==> src/rtl/pci_port_pkg.sv <==
package pci_port_pkg;
  localparam int unsigned DATA_W = 32;
  localparam int unsigned OFF_W  = 4;
  localparam int unsigned IO_AW  = 16;

  typedef enum logic [1:0] {
    SZ_B = 2'd0,
    SZ_H = 2'd1,
    SZ_W = 2'd2,
    SZ_X = 2'd3
  } size_e;

  typedef enum logic [1:0] {
    RG_ADDR = 2'd0,
    RG_CFG  = 2'd1,
    RG_IO   = 2'd2,
    RG_NONE = 2'd3
  } region_e;
endpackage

==> src/rtl/pci_port_decode.sv <==
module pci_port_decode
  import pci_port_pkg::*;
#(
  parameter int unsigned OW = OFF_W
) (
  input  logic [OW-1:0] off_i,
  input  logic [1:0]    size_i,
  output logic          hit_reg_o,
  output logic          hit_cfg_o,
  output logic          hit_io_o,
  output logic          legal_o
);
  logic [1:0] lane;
  region_e    rg;

  assign lane = off_i[1:0];
  assign rg   = region_e'(off_i[3:2]);

  always_comb begin
    hit_reg_o = 1'b0;
    hit_cfg_o = 1'b0;
    hit_io_o  = 1'b0;
    legal_o   = 1'b0;
    unique case (rg)
      RG_ADDR: begin
        hit_reg_o = 1'b1;
        legal_o   = (lane == 2'd0) && (size_i == SZ_W);
      end
      RG_CFG: begin
        hit_cfg_o = 1'b1;
        legal_o   = (size_i != SZ_X);
      end
      RG_IO: begin
        hit_io_o = 1'b1;
        unique case (lane)
          2'd0:    legal_o = (size_i != SZ_X);
          2'd2:    legal_o = (size_i == SZ_B) || (size_i == SZ_H);
          default: legal_o = (size_i == SZ_B);
        endcase
      end
      default: legal_o = 1'b0;
    endcase
  end
endmodule

==> src/rtl/pci_addr_store.sv <==
module pci_addr_store
  import pci_port_pkg::*;
#(
  parameter int unsigned DW = DATA_W
) (
  input  logic          clk_i,
  input  logic          rst_ni,
  input  logic          wr_en_i,
  input  logic [DW-1:0] wdata_i,
  output logic [DW-1:0] full_o,
  output logic [DW-1:0] fwd_o
);
  logic [DW-1:0] full_q;

  always_ff @(posedge clk_i or negedge rst_ni) begin
    if (!rst_ni)      full_q <= '0;
    else if (wr_en_i) full_q <= wdata_i;
  end

  assign full_o = full_q;
  assign fwd_o  = {full_q[DW-1:2], 2'b00};

  a_r2_hold: assert property (@(posedge clk_i) disable iff (!rst_ni)
    !wr_en_i |=> $stable(full_q));
endmodule

==> src/rtl/pci_lane_order.sv <==
module pci_lane_order
  import pci_port_pkg::*;
#(
  parameter int unsigned DW = DATA_W
) (
  input  logic [DW-1:0] data_i,
  input  logic [1:0]    size_i,
  input  logic          swap_i,
  output logic [DW-1:0] data_o
);
  localparam int unsigned NB = DW / 8;

  logic [DW-1:0] rev_w;

  for (genvar b = 0; b < NB; b++) begin : g_rev
    assign rev_w[8*b +: 8] = data_i[8*(NB-1-b) +: 8];
  end

  always_comb begin
    data_o = '0;
    unique case (size_i)
      SZ_B: data_o[7:0]  = data_i[7:0];
      SZ_H: data_o[15:0] = swap_i ? {data_i[7:0], data_i[15:8]} : data_i[15:0];
      SZ_W: data_o       = swap_i ? rev_w : data_i;
      default: data_o    = '0;
    endcase
  end
endmodule

==> src/rtl/pci_cfg_io_port.sv <==
module pci_cfg_io_port
  import pci_port_pkg::*;
#(
  parameter int unsigned DW = DATA_W,
  parameter int unsigned OW = OFF_W,
  parameter int unsigned AW = IO_AW
) (
  input  logic          clk_i,
  input  logic          rst_ni,
  input  logic          req_valid_i,
  input  logic          req_write_i,
  input  logic [OW-1:0] req_off_i,
  input  logic [1:0]    req_size_i,
  input  logic [DW-1:0] req_wdata_i,
  output logic          rsp_valid_o,
  output logic          rsp_err_o,
  output logic [DW-1:0] rsp_rdata_o,
  output logic          dn_valid_o,
  output logic          dn_io_o,
  output logic          dn_write_o,
  output logic [DW-1:0] dn_addr_o,
  output logic [1:0]    dn_size_o,
  output logic [DW-1:0] dn_wdata_o,
  input  logic [DW-1:0] dn_rdata_i
);
  logic          hit_reg, hit_cfg, hit_io, legal;
  logic          reg_wr;
  logic [DW-1:0] addr_full, addr_fwd;
  logic [DW-1:0] wdata_ord, rdata_ord;
  logic [AW-1:0] io_addr;
  logic [DW-1:0] dn_addr_d;
  logic          dn_go;

  logic          rsp_valid_q, rsp_err_q, reg_rd_q;
  logic [DW-1:0] reg_rdata_q;
  logic          dn_valid_q, dn_io_q, dn_write_q;
  logic [DW-1:0] dn_addr_q, dn_wdata_q;
  logic [1:0]    dn_size_q;

  pci_port_decode #(.OW(OW)) u_dec (
    .off_i     (req_off_i),
    .size_i    (req_size_i),
    .hit_reg_o (hit_reg),
    .hit_cfg_o (hit_cfg),
    .hit_io_o  (hit_io),
    .legal_o   (legal)
  );

  assign reg_wr = req_valid_i && hit_reg && legal && req_write_i;

  pci_addr_store #(.DW(DW)) u_addr (
    .clk_i   (clk_i),
    .rst_ni  (rst_ni),
    .wr_en_i (reg_wr),
    .wdata_i (req_wdata_i),
    .full_o  (addr_full),
    .fwd_o   (addr_fwd)
  );

  pci_lane_order #(.DW(DW)) u_word (
    .data_i (req_wdata_i),
    .size_i (req_size_i),
    .swap_i (hit_io),
    .data_o (wdata_ord)
  );

  pci_lane_order #(.DW(DW)) u_rord (
    .data_i (dn_rdata_i),
    .size_i (dn_size_q),
    .swap_i (dn_io_q),
    .data_o (rdata_ord)
  );

  assign io_addr = addr_fwd[AW-1:0] + AW'(req_off_i[1:0]);
  assign dn_go   = req_valid_i && legal && (hit_cfg || hit_io);

  always_comb begin
    if (hit_io) dn_addr_d = {{(DW-AW){1'b0}}, io_addr};
    else        dn_addr_d = {addr_fwd[DW-1:2], req_off_i[1:0]};
  end

  always_ff @(posedge clk_i or negedge rst_ni) begin
    if (!rst_ni) begin
      rsp_valid_q <= 1'b0;
      rsp_err_q   <= 1'b0;
      reg_rd_q    <= 1'b0;
      reg_rdata_q <= '0;
      dn_valid_q  <= 1'b0;
      dn_io_q     <= 1'b0;
      dn_write_q  <= 1'b0;
      dn_addr_q   <= '0;
      dn_size_q   <= SZ_B;
      dn_wdata_q  <= '0;
    end else begin
      rsp_valid_q <= req_valid_i;
      rsp_err_q   <= req_valid_i && !legal;
      reg_rd_q    <= req_valid_i && hit_reg && legal && !req_write_i;
      reg_rdata_q <= addr_full;
      dn_valid_q  <= dn_go;
      if (dn_go) begin
        dn_io_q    <= hit_io;
        dn_write_q <= req_write_i;
        dn_addr_q  <= dn_addr_d;
        dn_size_q  <= req_size_i;
        dn_wdata_q <= req_write_i ? wdata_ord : '0;
      end
    end
  end

  assign rsp_valid_o = rsp_valid_q;
  assign rsp_err_o   = rsp_err_q;
  assign dn_valid_o  = dn_valid_q;
  assign dn_io_o     = dn_io_q;
  assign dn_write_o  = dn_write_q;
  assign dn_addr_o   = dn_addr_q;
  assign dn_size_o   = dn_size_q;
  assign dn_wdata_o  = dn_wdata_q;

  always_comb begin
    if (!rsp_valid_q || rsp_err_q)     rsp_rdata_o = '0;
    else if (reg_rd_q)                 rsp_rdata_o = reg_rdata_q;
    else if (dn_valid_q && !dn_write_q) rsp_rdata_o = rdata_ord;
    else                               rsp_rdata_o = '0;
  end

  a_r10_rsp_follows: assert property (@(posedge clk_i) disable iff (!rst_ni)
    req_valid_i |=> rsp_valid_o);
  a_r10_no_spurious: assert property (@(posedge clk_i) disable iff (!rst_ni)
    !req_valid_i |=> !rsp_valid_o);
  a_r10_dn_with_rsp: assert property (@(posedge clk_i) disable iff (!rst_ni)
    dn_valid_o |-> rsp_valid_o);
  a_r7_err_no_dn: assert property (@(posedge clk_i) disable iff (!rst_ni)
    rsp_err_o |-> (!dn_valid_o && rsp_rdata_o == '0));
  a_r5_io_addr_hi: assert property (@(posedge clk_i) disable iff (!rst_ni)
    (dn_valid_o && dn_io_o) |-> (dn_addr_o[DW-1:AW] == '0));
  a_r6_odd_lane_byte: assert property (@(posedge clk_i) disable iff (!rst_ni)
    (dn_valid_o && dn_io_o && dn_addr_o[0]) |-> (dn_size_o == SZ_B));
endmodule

==> config.mk <==
export PLATFORM = sky130hd
export DESIGN_NAME = pci_cfg_io_port
export DESIGN_NICKNAME = d
export VERILOG_FILES = /design/src/rtl/pci_port_pkg.sv /design/src/rtl/pci_port_decode.sv /design/src/rtl/pci_addr_store.sv /design/src/rtl/pci_lane_order.sv /design/src/rtl/pci_cfg_io_port.sv
export SDC_FILE = /design/constraint.sdc
export NUM_CORES = 1
export LEC_CHECK = 0
export BUFFER_PORTS_ARGS = -buffer_cell sky130_fd_sc_hd__buf_2
export CORE_ASPECT_RATIO = 1.4
export CORE_MARGIN = 2
export CORE_UTILIZATION = 51
export CTS_BUF_LIST = sky130_fd_sc_hd__clkbuf_8
export CTS_CLUSTER_SIZE = 40
export DETAILED_ROUTE_END_ITERATION = 8
export PLACE_DENSITY_LB_ADDON = 0.2
export SYNTH_ARGS = -nofsm -noshare
export SYNTH_HDL_FRONTEND = slang
export SYNTH_SLANG_ARGS = --single-unit
export TNS_END_PERCENT = 5
==> constraint.sdc <==
create_clock -name clk_i -period 1.7 [get_ports clk_i]
set_input_delay 0.17 -clock clk_i [delete_from_list [all_inputs] [get_ports clk_i]]
set_output_delay 0.17 -clock clk_i [all_outputs]
set_load 0.03 [all_outputs]
==> summary.md, run 1 <==
| Metric | Value |
|---|---|
| Initial antenna violation count | 0 |
| Drt wl/cell | 20.7 um |
| # placed instances | 1107 |
| FMAX | 408 MHz |
| Max VDD drop | 0.579 mV |
| Relative slew slack | 0.612 |
| CP Class | reg2out |
| Root Buffer | clkbuf_8 |
| Status | complete, but fails checks |
| Final Critical Period | 2.45 ns |
| Detail Placement HPWL | 17000 um |
| Slew @ Worst Pin | 0.582 ns |
| Synth cell types | 40 |
| DRT iter0 DRCs | 847 |
| WL final | 23700 um |
| Latest clock arrival within the worst-skew pair | 0.45 ns |
| Cts bufs inserted | 17 |
| Clock Path Buffers | 2 |
| Initial Util | 0.516 |
| Vias | 7118 |
| DRT Pass-1 Iters | 5 |
| Die height | 149 um |
| Xor/xnor share of the synthesized area | 0 |
| Pwr per Cell Area | 1020 mW/mm2 |
| Fin. max-slew vios | 0 |
| RePlAce Congestion | 0.924 |
| Mux cell area share after synthesis | 0.189 |
| Gr usage total | 0.299 |
| Cell accounting for the most synthesized area | dfrtp_1 |
| Hold Path Class | in2reg |
| Worst Setup End Kind | output pin |
| DRC | 0 |
| Antenna-violating nets left | 0 |
| Number of port buffers | 176 |
| Largest family of logic cells by synthesized area | multiplexers |
| Clock sinks | 136 |
| Nets | 1031 |
| Area of the multi-input gates | 0.00427 mm2 |
| Synth Register Bits | 136 |
| Die Wd | 108 um |
| Proportion of layout cells with a drive suffix above 1 | 0.492 |
| Compound-Gate Fraction of Synth Area | 0.181 |
| Syn Area/Cell | 10.4 um2 |
| Number of flops mapped to enable cells by yosys | 0 |
| Number of vias per cell | 6.19 |
| Register area share after synthesis | 0.444 |
| Die area | 0.0160 mm2 |
| Syn-to-layout area delta | 33.2% |
| Synth Cell Area | 0.00767 mm2 |
| Final Hold Viols | 0 |
| Dominant cells by area after synthesis | dfrtp_1 44%, mux2_2 16%, a31oi_1 3.3% |
| Worst hold slack | 0.0109 ns |
| Worst endpoint data arrival time | 2.28 ns |
| # rows | 53 |
| ANT cells | 0 |
| First-pass GRT wire length | 37500 um |
| TritonCTS clock tree | done |
| Critical path startpoint category | flop |
| H-tree depth | 4 |
| Synth Area in Simple Gates | 0.118 |
| Max Cap Violations | 0 |
| FF+latch area | 0.00341 mm2 |
| Synthesized Nets | 827 |
| Core Area | 0.0149 mm2 |
| Ys flop type | dfrtp_1 |
| Largest net degree at the start of global routing | 65 |
| Synth top area share | 0.444 |
| Critical Path RT | 1.53 ns |
| Tcrit/Tclk final | 1.44 |
| Clock Skew | 0.0111 ns |
| Final setup viols | 32 |
| Failing checks | setup timing |
| Vias in the first global route | 7010 |
| Setup TNS | -15.65 ns |
| Post-layout instance count excluding filler cells | 1149 |
| Top Ports | 177 |
| CP max FO | 4 |
| Leak | 0.00412 uW |
| Async SR Flop Fraction | 1.00 |
| Ys Warns | 0 |
| Fillers | 1136 |
| RSZ-0062 raised after global routing | true |
| Synth Area in Adders | 0.0212 |
| Clk pin slew, worst setup/hold paths | 0.08 ns |
| Overflow after GRT | 0 |
| Setup WS post-layout | -0.753 ns |
| Post-Syn Instances | 740 |
## per-layer routing
layer  GRT usage  vias up  share of wire
li1            -     3175              -
met1       0.375     3496           0.38
met2       0.503      380           0.50
met3      0.0537       67          0.073
met4       0.133        0          0.043
met5           0        -              0
## critical path: stages (launching register included)
cell      delay, ns
dfrtp_2        0.45
buf_6          0.14
mux2_4         0.29
a222oi_1       0.55
buf_4          0.22
o21ai_4        0.05
buf_6          0.13
## power breakdown
group          internal, uW  switching (uW)  total (uW)
Sequential             3610             262        3870
Combinational          1660            2150        3800
Clock                  1260            1440        2710
## final timing paths
kind / startpoint / end / slack (ns) / cells after the start
hold / removal: req_wdata_i[20] / u_addr.full_o[20] / 0.01 / 3
hold reg to reg: u_addr.full_o[0] / reg_rdata_q[0] / 0.43 / 0
min in group asynchronous: rst_ni / dn_wdata_o[10] / 0.20 / 2
max in group asynchronous: rst_ni / dn_size_o[1] / 0.87 / 3
setup reg to reg: dn_io_o / dn_io_o / 0.62 / 3
setup / recovery: dn_io_o / rsp_rdata_o[4] / -0.75 / 6
## Yosys cell counts (18+ instances only)
cell type  instances
clkbuf_1          59
nand3_1           41
nand4_1           32
nand2_1           30
dfrtp_1          136
a31oi_1           40
nor2_1            43
a22oi_1           24
mux2i_1           18
nor2b_1           20
o21ai_0           29
mux2_2           106
o21a_1            33
o211ai_1          32
## state kept, by name, summed over array words and instances (netlist names)
signal,cells
reg_rdata_q,32
rsp_valid_o,1
u_addr.full_o,32
dn_write_o,1
reg_rd_q,1
rsp_err_o,1
dn_valid_o,1
dn_wdata_o,32
dn_addr_o,32
dn_io_o,1
dn_size_o,2
## cells by family (layout without fill, tap and decap cells)
| group | after synthesis | after routing |
|---|---|---|
| compound gates | 197 | 197 |
| fa+ha+maj | 13 | 13 |
| buf+inv | 84 | 301 |
| flops | 136 | 136 |
| mux | 131 | 131 |
| simple gates | 179 | 179 |
## layout make-up
class	count	share of cell area
clock buffers	18	0.0243
clock inverters	14	0.0149
inverters	9	0.00355
multi-input cells	520	0.419
flip-flops and latches	136	0.334
well taps	192	0.0235
repair buffers	260	0.181
## what timing repair did
action,4_1_cts,5_1_grt
setup buffers,6,0
gates resized for setup,65,15
setup endpoints to repair,32,32
hold buffers,4,0
pin swaps,14,2
hold endpoints to repair,42,0
## layout by cell type (no fill, tap or decap), types with 20 or more instances in the layout
master,count
o21ai_0,22
nor2b_1,20
dfrtp_1,131
nand2_1,30
mux2_2,104
buf_4,68
o21a_1,33
a31oi_1,40
nor2_1,27
buf_6,22
nand3_1,41
buf_2,150
o211ai_1,32
nand4_1,32
## through the flow
step	power [uW]	setup slack [ns]	util	area, um2
detailed placement	7440	-0.435	0.634	9420
global route	10800	-0.750	0.688	10200
finish	10400	-0.753	0.688	10200
global placement	7340	-0.322	0.634	9420
floorplan	6090	-0.142	-	7990
CTS	10300	-0.698	0.684	10200
(Power assumes the default switching activity.)
==> run 2: changes to the inputs <==
--- a/config.mk
+++ b/config.mk
@@ -12,6 +12,7 @@
 export CTS_BUF_LIST = sky130_fd_sc_hd__clkbuf_8
 export CTS_CLUSTER_SIZE = 40
 export DETAILED_ROUTE_END_ITERATION = 8
+export HOLD_SLACK_MARGIN = 0.12
 export PLACE_DENSITY_LB_ADDON = 0.2
 export SYNTH_ARGS = -nofsm -noshare
 export SYNTH_HDL_FRONTEND = slang
==> run 2 against run 1 <==
Compared with the run above:
- the flow still finishes with violations (setup timing)
- first-iteration DRC count rose by 13%
- critical path type unchanged
- sequential share of layout area fell by 1.0 points
- die area stayed put
- clock skew about the same
- largest power group is now combinational logic
- routed wire length grew 3.3%
- sequential power about the same
- total power increased by 0.71%
- non-clock buffer count grew 33
==> summary.md, run 2 (synthesis gave the netlist of run 1 again) <==
| Metric | Value |
|---|---|
| Status | complete, but fails checks |
| Failing checks | setup timing |
| Max Cap Violations | 0 |
| Hold Path Class | in2reg |
| Proportion of layout cells with a drive suffix above 1 | 0.476 |
| Flop pwr share | 0.370 |
| Largest net degree at the start of global routing | 65 |
| Detail Placement HPWL | 17000 um |
| Met2 Resource Use GR | 0.529 |
| Delay-heaviest family, CP | compound AO/OA/AOI/OAI gates |
| Final Power | 10500 uW |
| Net Sw Frac | 0.371 |
| Clock sinks | 136 |
| Die Wd | 108 um |
| Antenna-violating nets left | 0 |
| ANT cells | 0 |
| TritonCTS clock tree | done |
| Crit path top cell by count | buf_6 |
| DP Worst Slack | -0.435 ns |
| Leak | 0.00426 uW |
| Gr usage total | 0.309 |
| RSZ-0062 raised after global routing | true |
| Vias in the first global route | 7199 |
| First-pass GRT wire length | 38600 um |
| Number of vias per cell | 6.18 |
| Initial Util | 0.516 |
| DRT iter0 DRCs | 958 |
| Max VDD drop | 0.605 mV |
| Initial antenna violation count | 0 |
| Tcrit/Tclk final | 1.45 |
| Pwr per Cell Area | 991 mW/mm2 |
| Worst Setup End Kind | output pin |
| GR peak layer | met2 |
| Final Hold Viols | 0 |
| Most frequent cells in the layout | 150 x buf_2, 131 x dfrtp_1, 104 x mux2_2, 68 x buf_4, 41 x nand3_1 |
| Syn-to-layout area delta | 37.5% |
| Clock Skew | 0.0113 ns |
| Setup WS post-layout | -0.771 ns |
| Nets | 1064 |
| CP max stage cell | a222oi_1 |
| DRT Pass-1 Iters | 5 |
| CP Class | reg2out |
| Comb pwr share | 0.371 |
| FMAX | 405 MHz |
| CP max FO | 4 |
| P_sw | 3880 uW |
| Final Critical Period | 2.47 ns |
| Met3 global-route usage | 0.0537 |
| Vias | 7306 |
| Largest stage delay, worst path | 0.56 ns |
| Worst endpoint data arrival time | 2.30 ns |
| Slew @ Worst Pin | 0.606 ns |
| Fin. max-slew vios | 0 |
| Top Ports | 177 |
| Relative slew slack | 0.596 |
| Drt wl/cell | 20.8 um |
| Fillers | 1093 |
| Clk pin slew, worst setup/hold paths | 0.09 ns |
| Number of port buffers | 176 |
| WL final | 24500 um |
| WP buf/inv | 3 |
| RePlAce Congestion | 0.924 |
| Clock Path Buffers | 2 |
| H-tree depth | 4 |
| Grt met1 use | 0.384 |
| # rows | 53 |
| Clock power frac | 0.259 |
| Latest clock arrival within the worst-skew pair | 0.45 ns |
| Critical path, cell by cell | buf_6 > mux2_4 > a222oi_1 > buf_4 > o21ai_4 > buf_6 |
| Cts bufs inserted | 17 |
| Die height | 149 um |
| Final setup viols | 32 |
| Root Buffer | clkbuf_8 |
| Core Area | 0.0149 mm2 |
| Commonest non-fill, non-tap cell in the layout | buf_2 |
| DRC | 0 |
| Internal power | 6580 uW |
| Die area | 0.0160 mm2 |
| Critical Path RT | 1.53 ns |
| Overflow after GRT | 0 |
| Critical path startpoint category | flop |
-- run 2: power groups by stage --
| stage | sequential, uW | clock [uW] | combinational, uW |
|---|---|---|---|
| floorplan | 4550 | 0 | 1540 |
| global placement | 3920 | 0 | 3410 |
| detailed placement | 3940 | 0 | 3500 |
| CTS | 3870 | 2740 | 3770 |
| global route | 3910 | 2890 | 4070 |
| finish | 3870 | 2710 | 3880 |
-- run 2: cell type report --
| class | instances | area (um2) | share of cell area |
|---|---|---|---|
| timing repair buffer | 293 | 2180 | 0.207 |
| clock buffer | 18 | 248 | 0.0235 |
| inverter | 9 | 36.3 | 0.00344 |
| clock inverter | 14 | 153 | 0.0145 |
| sequential | 136 | 3410 | 0.323 |
| tap | 192 | 240 | 0.0228 |
| multi-input combinational | 520 | 4270 | 0.405 |
-- run 2: final timing paths --
| check | start | depth (start not counted) | slack (ns) | to |
|---|---|---|---|---|
| setup / recovery | dn_io_o | 6 | -0.77 | rsp_rdata_o[4] |
| hold / removal | req_size_i[0] | 4 | 0.16 | dn_size_o[0] |
| setup reg to reg | dn_io_o | 3 | 0.62 | dn_io_o |
| hold reg to reg | u_addr.full_o[0] | 0 | 0.42 | reg_rdata_q[0] |
| max in group asynchronous | rst_ni | 3 | 0.88 | dn_size_o[1] |
| min in group asynchronous | rst_ni | 2 | 0.20 | dn_wdata_o[10] |
-- run 2: routing by layer --
metal	vias up	share of wire	routed length, um
li1	3248	-	-
met1	3585	0.39	9480
met2	400	0.50	12300
met3	73	0.069	1690
met4	0	0.042	1030
met5	-	0	0
-- run 2: what timing repair did --
item                                    CTS  global route
gates resized for setup                  65            15
hold endpoints to repair                173             0
hold buffers                             37             0
pin swaps                                14             2
setup buffers                             6             0
endpoints found under the setup margin   32            33
-- run 2: per-stage QoR --
step                instance area [um2]   util  hold slack [ns]  std cells  TNS [ns]
global placement                   9420  0.634            0.120       1107    -23.35
finish                            10500  0.710            0.157       1182    -15.57
global route                      10500  0.710            0.145       1182    -18.39
floorplan                          7990      -           -0.126        740     -6.70
CTS                               10500  0.706            0.143       1182    -15.63
detailed placement                 9420  0.634            0.130       1107    -28.29
-- run 2: tightest hold or removal path, cell delays in order --
cell and delay, ns:
buf_2 0.12, inv_1 0.07, buf_4 0.12, mux2i_1 0.08
==> run 3: changes to the inputs <==
--- a/config.mk
+++ b/config.mk
@@ -8,11 +8,12 @@
 export BUFFER_PORTS_ARGS = -buffer_cell sky130_fd_sc_hd__buf_2
 export CORE_ASPECT_RATIO = 1.4
 export CORE_MARGIN = 2
-export CORE_UTILIZATION = 51
+export CORE_UTILIZATION = 56
 export CTS_BUF_LIST = sky130_fd_sc_hd__clkbuf_8
 export CTS_CLUSTER_SIZE = 40
 export DETAILED_ROUTE_END_ITERATION = 8
 export HOLD_SLACK_MARGIN = 0.12
+export MAX_ROUTING_LAYER = met4
 export PLACE_DENSITY_LB_ADDON = 0.2
 export SYNTH_ARGS = -nofsm -noshare
 export SYNTH_HDL_FRONTEND = slang
==> constraint.sdc (replaced) <==
create_clock -name clk_i -period 2.4 [get_ports clk_i]
set_input_delay 0.24 -clock clk_i [delete_from_list [all_inputs] [get_ports clk_i]]
set_output_delay 0.24 -clock clk_i [all_outputs]
set_load 0.03 [all_outputs]
==> run 3 against run 2 <==
Compared with the run above:
- sequential power down 30%
- critical path type unchanged
- the flow still finishes with violations (setup timing)
- clock power fell by 30%
- worst setup slack better by 0.76 ns
- total power fell by 33%
- hold slack got worse by 0.026 ns
- first-iteration DRC count down 33%
- flip-flop and latch count is the same
- largest power group is now registers
- core utilization up 0.40 points
- cell count shrank 5.5%
- sequential share of layout area up 3.3 points
==> summary.md, run 3 (synthesis gave the netlist of run 1 again) <==
| Metric | Value |
|---|---|
| Status | complete, but fails checks |
| Failing checks | setup timing |
| Net Sw Frac | 0.362 |
| Max VDD drop | 0.513 mV |
| Worst endpoint data arrival time | 2.17 ns |
| Critical Path RT | 2.16 ns |
| Most frequent cells in the layout | 173 x buf_2, 135 x dfrtp_1, 106 x mux2_2, 41 x nand3_1, 40 x a31oi_1 |
| Detail Placement HPWL | 15900 um |
| Fillers | 1010 |
| Nets | 1009 |
| Clock power frac | 0.273 |
| Clock sinks | 136 |
| Largest net degree at the start of global routing | 60 |
| Hold Path Class | in2reg |
| Reg2reg end | dn_io_o |
| Critical path startpoint category | flop |
| RePlAce Congestion | 0.959 |
| Min-Delay Endpoint | u_addr.full_o[30] |
| Flop pwr share | 0.389 |
| CP max FO | 6 |
| Die Wd | 103 um |
| Gr usage total | 0.320 |
| Relative slew slack | 0.600 |
| # rows | 50 |
| Worst r2r path cells | 2 |
| Clock Skew | 0.0124 ns |
| Vias in the first global route | 6749 |
| Number of port buffers | 176 |
| R2R Setup Slk | 1.33 ns |
| Delay-heaviest family, CP | flip-flops |
| Tcrit/Tclk final | 1.00 |
| Fin. max-slew vios | 0 |
| Comb pwr share | 0.338 |
| Final setup viols | 1 |
| Die area | 0.0147 mm2 |
| Clk pin slew, worst setup/hold paths | 0.09 ns |
| First-pass GRT wire length | 35200 um |
| DP Area | 0.00875 mm2 |
| ANT cells | 0 |
| Hold path startpoint | req_wdata_i[30] |
| Syn-to-layout area delta | 24.6% |
| Slew @ Worst Pin | 0.599 ns |
| Number of vias per cell | 6.23 |
| Worst Setup End Kind | output pin |
| TritonCTS clock tree | done |
| H-tree depth | 4 |
| Final Hold Viols | 0 |
| Initial Util | 0.573 |
| Cts bufs inserted | 17 |
| DRT Pass-1 Iters | 5 |
| DRT iter0 DRCs | 640 |
| Antenna-violating nets left | 0 |
| FMAX | 415 MHz |
| WHS Path Cells | 3 |
| CP Class | reg2out |
| WP buf/inv | 3 |
| Root Buffer | clkbuf_8 |
| Critical path, cell by cell | buf_4 > buf_4 > mux2_2 > a22oi_2 > a2bb2oi_2 > nor2_1 > buf_2 |
| Max Cap Violations | 0 |
| Clock Path Buffers | 2 |
| CP max stage cell | dfrtp_4 |
| Latest clock arrival within the worst-skew pair | 0.44 ns |
| Overflow after GRT | 0 |
| DRC | 0 |
| WL final | 22700 um |
| Top Ports | 177 |
| Commonest non-fill, non-tap cell in the layout | buf_2 |
| Largest stage delay, worst path | 0.55 ns |
| Final core utilization | 0.714 |
| Initial antenna violation count | 0 |
| Die height | 142 um |
| Setup WS post-layout | -0.00849 ns |
| Proportion of layout cells with a drive suffix above 1 | 0.403 |
| Drt wl/cell | 20.3 um |
| Pwr per Cell Area | 732 mW/mm2 |
| P_sw | 2530 uW |
| Final Critical Period | 2.41 ns |
| Vias | 6958 |
| Core Area | 0.0134 mm2 |
| Crit path top cell by count | buf_4 |
| Worst R2R Start | dn_io_o |
| Worst hold slack | 0.130 ns |
| Leak | 0.00388 uW |
| Internal power | 4470 uW |
| DP Worst Slack | 0.161 ns |
| RSZ-0062 raised after global routing | true |
| Finished Cell Area | 0.00956 mm2 |
-- run 3: tightest hold or removal path, stage by stage --
cell,delay [ns]
buf_2,0.13
nand4_1,0.07
nand3_1,0.07
-- run 3: worst max path at each step --
stage,end,slack [ns],cells after the start,startpoint
after floorplan,rsp_rdata_o[22],-0.002,8,dn_size_o[0]
after global placement,dn_wdata_o[29],0.29,8,req_size_i[0]
after detailed placement,dn_wdata_o[26],0.16,8,req_size_i[0]
after CTS,rsp_rdata_o[5],-0.003,7,dn_io_o
after global routing,rsp_rdata_o[0],-0.09,6,dn_io_o
final,rsp_rdata_o[15],-0.008,7,dn_io_o
-- run 3: layout make-up --
type	count	area [um2]	area share
clock inverters	15	164	0.0172
multi-input cells	520	4000	0.418
clock buffers	17	234	0.0245
repair buffers	238	1490	0.156
flip-flops and latches	136	3410	0.357
well taps	182	228	0.0238
inverters	9	33.8	0.00354
-- run 3: power by group through the flow --
stage	logic, uW	registers, uW	clock network, uW
2_1_floorplan	959	3210	0
3_3_place_gp	2090	2760	0
3_5_place_dp	2140	2770	0
4_1_cts	2230	2720	1940
5_1_grt	2500	2750	2030
6_report	2370	2720	1910
-- run 3: what timing repair did --
item	in CTS	in global routing
hold buffers	22	1
gates cloned	0	0
setup buffers	3	8
gates resized for setup	6	22
endpoints found under the hold margin	79	1
setup endpoints to repair	14	17
pin swaps	0	3
-- run 3: layer usage --
metal | routed length [um] | track usage | share of wire
met4 | 847 | 0.132 | 0.037
met5 | 0 | - | 0
met2 | 11400 | 0.520 | 0.50
met3 | 1620 | 0.0575 | 0.071
met1 | 8790 | 0.393 | 0.39
-- run 3: through the flow --
stage               std cells  power (uW)  TNS [ns]
finish                   1117        7000  -0.00849
global route             1117        7290    -0.285
CTS                      1108        6880  -0.00326
detailed placement       1051        4910         0
global placement         1051        4850         0
floorplan                 740        4170   -0.0157
